$ cat src/rtl/sar_seq_pkg.sv
package sar_seq_pkg;

    typedef enum logic [1:0] {
        ST_IDLE  = 2'd0,
        ST_TRIAL = 2'd1,
        ST_XFER  = 2'd2
    } sar_state_e;

endpackage

$ cat src/rtl/sar_start_detect.sv
module sar_start_detect (
    input  logic clk,
    input  logic rst_n,
    input  logic cs_n,
    input  logic rd_n,
    input  logic hben,
    input  logic accept,
    output logic start_pend
);

    logic strb_now;
    logic strb_q;
    logic start_q;

    assign strb_now = ~cs_n & ~rd_n;

    // Strobes sampled on the falling edge; the reset value demands a fresh fall
    always_ff @(negedge clk or negedge rst_n) begin
        if (!rst_n) begin
            strb_q  <= 1'b1;
            start_q <= 1'b0;
        end else begin
            strb_q  <= strb_now;
            start_q <= strb_now & ~strb_q & ~hben & accept;
        end
    end

    assign start_pend = start_q;

    // no pending start can be seen by a busy sequencer
    p_no_start_busy_r6: assert property (@(posedge clk) disable iff (!rst_n)
        !accept |-> !start_pend);

endmodule

$ cat src/rtl/sar_trial_fsm.sv
module sar_trial_fsm
    import sar_seq_pkg::*;
#(
    parameter int WIDTH = 12
) (
    input  logic             clk,
    input  logic             rst_n,
    input  logic             start,
    input  logic             cmp_in,
    output logic [WIDTH-1:0] trial,
    output logic             busy_n,
    output logic             xfer,
    output logic             oe
);

    localparam int IDX_W = (WIDTH > 1) ? $clog2(WIDTH) : 1;
    localparam logic [IDX_W-1:0] TOP_IDX = IDX_W'(WIDTH - 1);
    localparam logic [WIDTH-1:0] MSB_ONE = {1'b1, {(WIDTH-1){1'b0}}};

    sar_state_e       state_q, state_d;
    logic [IDX_W-1:0] idx_q, idx_d;
    logic [WIDTH-1:0] trial_q, trial_d;
    logic             oe_q, oe_d;

    // State register
    always_ff @(posedge clk or negedge rst_n) begin
        if (!rst_n) begin
            state_q <= ST_IDLE;
            idx_q   <= '0;
            trial_q <= '0;
            oe_q    <= 1'b0;
        end else begin
            state_q <= state_d;
            idx_q   <= idx_d;
            trial_q <= trial_d;
            oe_q    <= oe_d;
        end
    end

    // Next state and trial update
    always_comb begin
        state_d = state_q;
        idx_d   = idx_q;
        trial_d = trial_q;
        oe_d    = oe_q;
        unique case (state_q)
            ST_IDLE: begin
                if (start) begin
                    state_d = ST_TRIAL;
                    idx_d   = TOP_IDX;
                    trial_d = MSB_ONE;
                    oe_d    = 1'b1;
                end
            end
            ST_TRIAL: begin
                for (int i = 0; i < WIDTH; i++) begin
                    if (i == int'(idx_q))
                        trial_d[i] = cmp_in;
                    if (i + 1 == int'(idx_q))
                        trial_d[i] = 1'b1;
                end
                if (idx_q == '0) begin
                    state_d = ST_XFER;
                end else begin
                    idx_d = idx_q - 1'b1;
                end
            end
            ST_XFER: begin
                state_d = ST_IDLE;
            end
            default: begin
                state_d = ST_IDLE;
            end
        endcase
    end

    // Outputs
    always_comb begin
        busy_n = (state_q == ST_IDLE);
        xfer   = (state_q == ST_XFER);
        trial  = trial_q;
        oe     = oe_q;
    end

    p_first_trial_r5: assert property (@(posedge clk) disable iff (!rst_n)
        (state_q == ST_IDLE && start) |=> (trial_q == MSB_ONE));

    p_release_busy_r4: assert property (@(posedge clk) disable iff (!rst_n)
        (state_q == ST_XFER) |=> busy_n);

    p_no_abort_r6: assert property (@(posedge clk) disable iff (!rst_n)
        (state_q == ST_TRIAL) |=> (state_q == ST_TRIAL || state_q == ST_XFER));

    p_oe_sticky_r3: assert property (@(posedge clk) disable iff (!rst_n)
        oe_q |=> oe_q);

    p_low_bits_clear_r5: assert property (@(posedge clk) disable iff (!rst_n)
        (state_q == ST_IDLE && start) |=> ($countones(trial_q) == 1));

endmodule

$ cat src/rtl/sar_out_latch.sv
module sar_out_latch #(
    parameter int WIDTH = 12
) (
    input  logic             clk,
    input  logic             rst_n,
    input  logic             load,
    input  logic [WIDTH-1:0] d,
    output logic [WIDTH-1:0] q
);

    logic [WIDTH-1:0] q_r;

    always_ff @(posedge clk or negedge rst_n) begin
        if (!rst_n)
            q_r <= '0;
        else if (load)
            q_r <= d;
    end

    assign q = q_r;

    p_hold_r8: assert property (@(posedge clk) disable iff (!rst_n)
        !load |=> $stable(q_r));

endmodule

$ cat src/rtl/sar_conv_seq.sv
module sar_conv_seq #(
    parameter int WIDTH = 12
) (
    input  logic             clk,
    input  logic             rst_n,
    input  logic             cs_n,
    input  logic             rd_n,
    input  logic             hben,
    input  logic             cmp_in,
    output logic [WIDTH-1:0] dac_code,
    output logic             busy_n,
    output logic [WIDTH-1:0] data_out,
    output logic             data_oe
);

    logic             start_pend;
    logic             busy_n_w;
    logic             xfer_w;
    logic [WIDTH-1:0] trial_w;

    sar_start_detect u_start (
        .clk        (clk),
        .rst_n      (rst_n),
        .cs_n       (cs_n),
        .rd_n       (rd_n),
        .hben       (hben),
        .accept     (busy_n_w),
        .start_pend (start_pend)
    );

    sar_trial_fsm #(.WIDTH(WIDTH)) u_fsm (
        .clk    (clk),
        .rst_n  (rst_n),
        .start  (start_pend),
        .cmp_in (cmp_in),
        .trial  (trial_w),
        .busy_n (busy_n_w),
        .xfer   (xfer_w),
        .oe     (data_oe)
    );

    sar_out_latch #(.WIDTH(WIDTH)) u_latch (
        .clk   (clk),
        .rst_n (rst_n),
        .load  (xfer_w),
        .d     (trial_w),
        .q     (data_out)
    );

    assign dac_code = trial_w;
    assign busy_n   = busy_n_w;

    // the latch moves only on the edge that releases busy
    p_latch_at_end_r8: assert property (@(posedge clk) disable iff (!rst_n)
        !$stable(data_out) |-> $rose(busy_n));

endmodule

$ cat config.mk
export PLATFORM = sky130hd
export DESIGN_NAME = sar_conv_seq
export DESIGN_NICKNAME = d
export VERILOG_FILES = /design/src/rtl/sar_seq_pkg.sv /design/src/rtl/sar_start_detect.sv /design/src/rtl/sar_trial_fsm.sv /design/src/rtl/sar_out_latch.sv /design/src/rtl/sar_conv_seq.sv
export SDC_FILE = /design/constraint.sdc
export NUM_CORES = 1
export LEC_CHECK = 0
export BUFFER_PORTS_ARGS = -buffer_cell sky130_fd_sc_hd__buf_2
export CAP_MARGIN = 20
export CORE_MARGIN = 4
export CORE_UTILIZATION = 57
export DETAILED_ROUTE_END_ITERATION = 16
export GPL_ROUTABILITY_DRIVEN = 0
export PLACE_DENSITY = 0.8
export SYNTH_ARGS = -nofsm -noshare
export SYNTH_HDL_FRONTEND = slang
export SYNTH_SLANG_ARGS = --single-unit
$ cat constraint.sdc
create_clock -name clk -period 3 [get_ports clk]
set_input_delay 0.3 -clock clk [delete_from_list [all_inputs] [get_ports clk]]
set_output_delay 0.3 -clock clk [all_outputs]
set_load 0.1 [all_outputs]
==> impl_metrics.env, run 1 <==
export IMPL_critPathKind="reg -> reg"
export IMPL_grt_usage_pct=18.9
export IMPL_grt_pass1_vias=1127
export IMPL_drv_slew=0
export IMPL_wirelength_um=3000
export IMPL_num_fill_cells=205
export IMPL_start_util_pct=61.1
export IMPL_initialDrtViolationCount=60
export IMPL_setup_viol=0
export IMPL_vias=1199
export IMPL_status="completed"
export IMPL_ant_nets=0
export IMPL_fp_dieW_um=60.2
export IMPL_die_area_um2=3630
export IMPL_drive_gt1_share_pct=33.5
export IMPL_cts_inserted_buffers=5
export IMPL_grt_pass1_wl_um=4970
export IMPL_synth_avg_cell_area_um2=11.4
export IMPL_holdBufCountCts=1
export IMPL_rsz0062_at_grt="no"
export IMPL_skew_ns=0.0501
export IMPL_ys_ff_latch=33
export IMPL_synth_nets=147
export IMPL_grt_ovfl_total=0
export IMPL_register_area_um2=827
export IMPL_clk_path_buf_depth=2
export IMPL_cp_data_arrival_time_ns=3.06
export IMPL_drc=0
export IMPL_cts_root_buf="clkbuf_4"
export IMPL_avgRoutedWirePerCell_um=14.8
export IMPL_synth_enable_flop_cells=0
export IMPL_area_delta_synth_final_pct=14.9
export IMPL_synth_main_ff_cell="dfrtp_1"
export IMPL_postCtsSetupBuffers=0
export IMPL_nets=183
export IMPL_path_max_fanout=12
export IMPL_cp_start_kind="flip-flop"
export IMPL_port_buffers=31
export IMPL_rows=18
export IMPL_n_antenna_cell=0
export IMPL_syn_area_um2=1560
export IMPL_async_reset_ff_share_pct=100
export IMPL_fin_setup_tns_ns=0
export IMPL_firstDrtPassIters=4
export IMPL_max_slew_margin_pct=49.9
export IMPL_cap_violations=0
export IMPL_ys_types=34
export IMPL_multiInputGateArea_um2=676
export IMPL_crit_required_ns=3.20
export IMPL_viasPerCell=5.91
export IMPL_synth_cells=136
export IMPL_grt_max_degree=24
export IMPL_yosys_warnings=0
export IMPL_h_tree_depth=2
export IMPL_ctsResizeCount=0
export IMPL_clk_latency_ns=0.37
export IMPL_path_clk_slew_ns=0.09
export IMPL_cts_tree="yes"
export IMPL_clock_sinks=33
export IMPL_hpwl_um=2240
export IMPL_synth_seq_area_share_pct=53.2
export IMPL_finalHoldViolCount=0
export IMPL_worstSetupEndpointType="flip-flop"
export IMPL_antenna_found_initial=0
export IMPL_tightestPinTransition_ns=0.751
export IMPL_core_um2=2540
export IMPL_hold_class="in -> async"
export IMPL_die_h_um=60.2
export IMPL_io_pins=32
## layer usage
metal,GRT usage [%],vias up,wire (um)
li1,-,555,-
met4,9.49,0,75
met5,0,-,0
met2,33.0,52,1510
met1,21.1,581,1210
met3,4.75,11,211
## area by class of cell
type / count / area share, %
Sequential cell: 33 / 46.3
Multi-Input combinational cell: 95 / 37.8
Timing Repair Buffer: 33 / 9.66
Clock buffer: 7 / 3.08
Tap cell: 30 / 2.10
Inverter: 3 / 0.630
Clock inverter: 2 / 0.420
## final timing paths
check,startpoint,to,cells after the start,slack [ns]
setup / recovery,u_start.start_pend,u_fsm.trial[11],3,0.14
hold / removal,rst_n,u_fsm.trial[3],2,0.36
setup reg to reg,u_start.start_pend,u_fsm.trial[11],3,0.14
hold reg to reg,u_start.strb_q,u_start.start_pend,1,0.49
max in group asynchronous,rst_n,u_start.strb_q,2,0.90
min in group clk,cmp_in,u_fsm.trial[11],3,0.36
## state kept, by name, summed over array words and instances, names as in the netlist
name	count
u_fsm.idx_q	4
u_fsm.state_q	2
u_fsm.trial	12
u_fsm.oe	1
u_start.strb_q	1
u_start.start_pend	1
u_latch.q	12
## through the flow
| stage | worst slack, ns | instances | utilization [%] | instance area (um^2) | hold WS, ns |
|---|---|---|---|---|---|
| detailed placement | 0.164 | 194 | 67.5 | 1720 | 0.187 |
| floorplan | 0.287 | 136 | - | 1560 | 0.00441 |
| global route | 0.0327 | 203 | 70.2 | 1790 | 0.369 |
| finish | 0.138 | 203 | 70.2 | 1790 | 0.358 |
| global placement | 0.258 | 194 | 67.5 | 1720 | 0.181 |
| CTS | 0.164 | 203 | 70.2 | 1790 | 0.352 |
## cell usage in the layout, fill, tap and decap left out, types with 2 or more instances in the layout
master,instances
a21oi_1,16
a31oi_1,3
and2b_1,2
buf_2,31
clkbuf_4,5
dfrtp_1,31
ha_1,5
inv_1,5
mux2_2,3
mux2_4,8
nand2_1,10
nand2b_1,2
nand2b_4,2
nor2_1,2
nor3_1,5
o21ai_0,18
o21ai_1,3
or2_2,2
## cells in the mapped netlist (2+ instances only)
cell / number / area share (%)
nand2_1: 10 / 2.4
o21ai_1: 3 / 0.97
and2b_1: 2 / 0.97
nand2b_1: 2 / 0.80
nor2_1: 2 / 0.48
ha_1: 5 / 4.0
nand2b_4: 2 / 1.8
nor2_2: 2 / 0.80
inv_1: 4 / 0.97
mux2_4: 8 / 7.7
dfrtp_1: 31 / 50
a21oi_1: 16 / 5.1
buf_6: 2 / 1.4
o21ai_0: 18 / 5.8
a31oi_1: 3 / 1.2
nor3_1: 5 / 1.6
or2_2: 2 / 0.80
mux2_2: 3 / 2.2
## worst max-delay path, stage by stage (launching register included)
cell and delay [ns]:
dfrtn_1 0.38, o21bai_1 0.61, a21oi_1 0.10, a2bb2oi_1 0.16
## kinds of logic (layout without fill, tap and decap cells)
logic type	Yosys count	count (layout)	share of synthesized area (%)
buffers and inverters	8	45	3.70
DFF	33	33	53.2
AOI/OAI and AO/OA	47	47	17.1
muxes	12	12	10.5
and+or+nand+nor	31	31	11.4
adders and majority gates	5	5	4.02
Power of run 1 is not shown: default switching activity piles up to over one toggle a cycle in this logic, so the estimate is an artifact.
==> run 2, diff against run 1 <==
Settings changed: CORE_UTILIZATION 57 to 58, SYNTH_HIERARCHICAL set to 1.
==> impl_metrics.env, run 2 <==
export IMPL_crit_required_ns=3.26
export IMPL_drv_slew=0
export IMPL_r2r_end="u_fsm/idx_q[1]"
export IMPL_syn_area_um2=1630
export IMPL_grt_most_used_layer="met2"
export IMPL_fp_dieW_um=61.0
export IMPL_grt_pass1_vias=1231
export IMPL_synthTopCellsByCount="31 x dfrtp_1, 12 x nor2_1, 10 x mux2_4, 9 x o21ai_0, 8 x a21oi_1"
export IMPL_rows=18
export IMPL_setup_viol=0
export IMPL_status="completed"
export IMPL_clock_sinks=33
export IMPL_ant_nets=0
export IMPL_cp_data_arrival_time_ns=3.05
export IMPL_synth_cells=147
export IMPL_drc=0
export IMPL_synth_top_cell_area_share_pct=47.6
export IMPL_grt_ovfl_total=0
export IMPL_fin_setup_tns_ns=0
export IMPL_viasPerCell=6.05
export IMPL_critPathMaxStageDelay_ns=0.45
export IMPL_yosys_warnings=6
export IMPL_crit_chain="nor3b_1 -> a21o_1 -> nor2_1 -> a31oi_1"
export IMPL_grt_pass1_wl_um=5720
export IMPL_path_clk_slew_ns=0.09
export IMPL_ys_ff_latch=33
export IMPL_crit_reg2reg_launch="u_start/start_pend"
export IMPL_worstSetupEndpointType="flip-flop"
export IMPL_final_area_um2=1880
export IMPL_max_slew_margin_pct=60.2
export IMPL_port_buffers=31
export IMPL_critPathKind="reg -> reg"
export IMPL_ctsResizeCount=0
export IMPL_tightestPinTransition_ns=0.595
export IMPL_cts_tree="yes"
export IMPL_post_dp_cell_area_um2=1820
export IMPL_vias=1295
export IMPL_drive_gt1_share_pct=33.2
export IMPL_clk_path_buf_depth=2
export IMPL_cts_inserted_buffers=5
export IMPL_n_antenna_cell=0
export IMPL_clk_latency_ns=0.37
export IMPL_hpwl_um=2530
export IMPL_die_h_um=61.0
export IMPL_use_met3_pct=7.23
export IMPL_path_max_fanout=4
export IMPL_avgRoutedWirePerCell_um=16.1
export IMPL_use_met2_pct=33.1
export IMPL_grt_max_degree=16
export IMPL_area_delta_synth_final_pct=15.7
export IMPL_nets=194
export IMPL_io_pins=32
export IMPL_rsz0062_at_grt="no"
export IMPL_async_reset_ff_share_pct=100
export IMPL_cap_violations=0
export IMPL_cp_start_kind="flip-flop"
export IMPL_synth_main_ff_cell="dfrtp_1"
export IMPL_synth_avg_cell_area_um2=11.1
export IMPL_worstSetupEndpoint="u_fsm/idx_q[1]"
export IMPL_grt_usage_pct=21.4
export IMPL_synth_seq_area_share_pct=50.8
export IMPL_num_fill_cells=200
export IMPL_die_area_um2=3720
export IMPL_start_util_pct=63.5
export IMPL_reg2reg_setup_slack_ns=0.20
export IMPL_layout_common_cells="31 x buf_2, 31 x dfrtp_1, 11 x nor2_1"
export IMPL_synth_enable_flop_cells=0
export IMPL_skew_ns=0.0543
export IMPL_gr_usage_met1_pct=27.0
export IMPL_synth_nets=158
export IMPL_finalHoldViolCount=0
export IMPL_worstRegToRegCells=4
export IMPL_hold_class="in -> async"
export IMPL_cp_startpoint="u_start/start_pend"
export IMPL_yosysMostFrequentCell="dfrtp_1"
export IMPL_wirelength_um=3460
export IMPL_ys_types=39
export IMPL_final_util_pct=73.4
export IMPL_core_um2=2570
export IMPL_antenna_found_initial=0
export IMPL_h_tree_depth=2
export IMPL_slowest_stage="dfrtn_1"
export IMPL_cts_root_buf="clkbuf_4"
export IMPL_synthTopCellsByArea="dfrtp_1 48%, mux2_4 9.2%, ha_1 3.8%"
export IMPL_yosysTopAreaCell="dfrtp_1"
export IMPL_firstDrtPassIters=5
export IMPL_initialDrtViolationCount=36
==> run 2: changes by cell type in the layout (fill, tap and decap cells not counted), moves of 4 or more <==
cell	previous run	this run
buf_4	1	5
o21ai_0	18	9
nor2b_1	1	5
nand2_1	10	6
a22o_1	0	4
a21oi_1	16	8
nor2_1	2	11
==> run 2: cell type report <==
| type | instances | area (um^2) | share of cell area (%) |
|---|---|---|---|
| repair buffers | 37 | 203 | 10.8 |
| clock buffers | 6 | 41.3 | 2.19 |
| flip-flops and latches | 33 | 827 | 43.9 |
| inverters | 3 | 11.3 | 0.598 |
| well taps | 30 | 37.5 | 1.99 |
| multi-input cells | 102 | 751 | 39.8 |
| clock inverters | 3 | 13.8 | 0.730 |
==> run 2: logic make-up (layout without fill, tap and decap cells) <==
family,count (synthesis),in the layout,synth area share (%)
adders and majority gates,5,5,3.84
AOI/OAI and AO/OA,45,45,18.6
and+or+nand+nor,40,40,12.6
muxes,12,12,10.6
DFF,33,33,50.8
buffers and inverters,12,49,3.61
==> run 2: layer usage <==
metal | wire length [um] | vias up
li1 | - | 613
met1 | 1460 | 598
met2 | 1630 | 74
met3 | 305 | 10
met4 | 65 | 0
met5 | 0 | -
==> run 2: worst min path at each step <==
| stage | from | slack [ns] | cells after the start | to |
|---|---|---|---|---|
| after floorplan | rst_n | 0.004 | 0 | u_fsm/idx_q[0] |
| after global placement | rst_n | 0.18 | 1 | u_latch/q[4] |
| after detailed placement | rst_n | 0.19 | 1 | u_latch/q[7] |
| after CTS | rst_n | 0.35 | 2 | u_latch/q[1] |
| after global routing | cmp_in | 0.36 | 3 | u_fsm/trial[4] |
| final | rst_n | 0.36 | 2 | u_latch/q[7] |
==> run 2: what timing repair did <==
| action | 4_1_cts | 5_1_grt |
|---|---|---|
| hold buffers | 1 | 0 |
| setup buffers | 0 | 0 |
| hold endpoints to repair | 7 | 0 |
==> run 2: worst max-delay path, delay by kind of cell, from the launching register on <==
kind,cells,cell delay (ns)
compound gates,2,0.32
flops,1,0.45
simple gates,2,0.46
==> run 2: stage by stage <==
stage	cells	setup slack, ns	hold WS (ns)
finish	214	0.203	0.360
global route	214	0.0664	0.364
CTS	214	0.212	0.346
detailed placement	205	0.207	0.186
global placement	205	0.293	0.183
floorplan	147	0.118	0.00441
Power of run 2 is left out for the same reason.
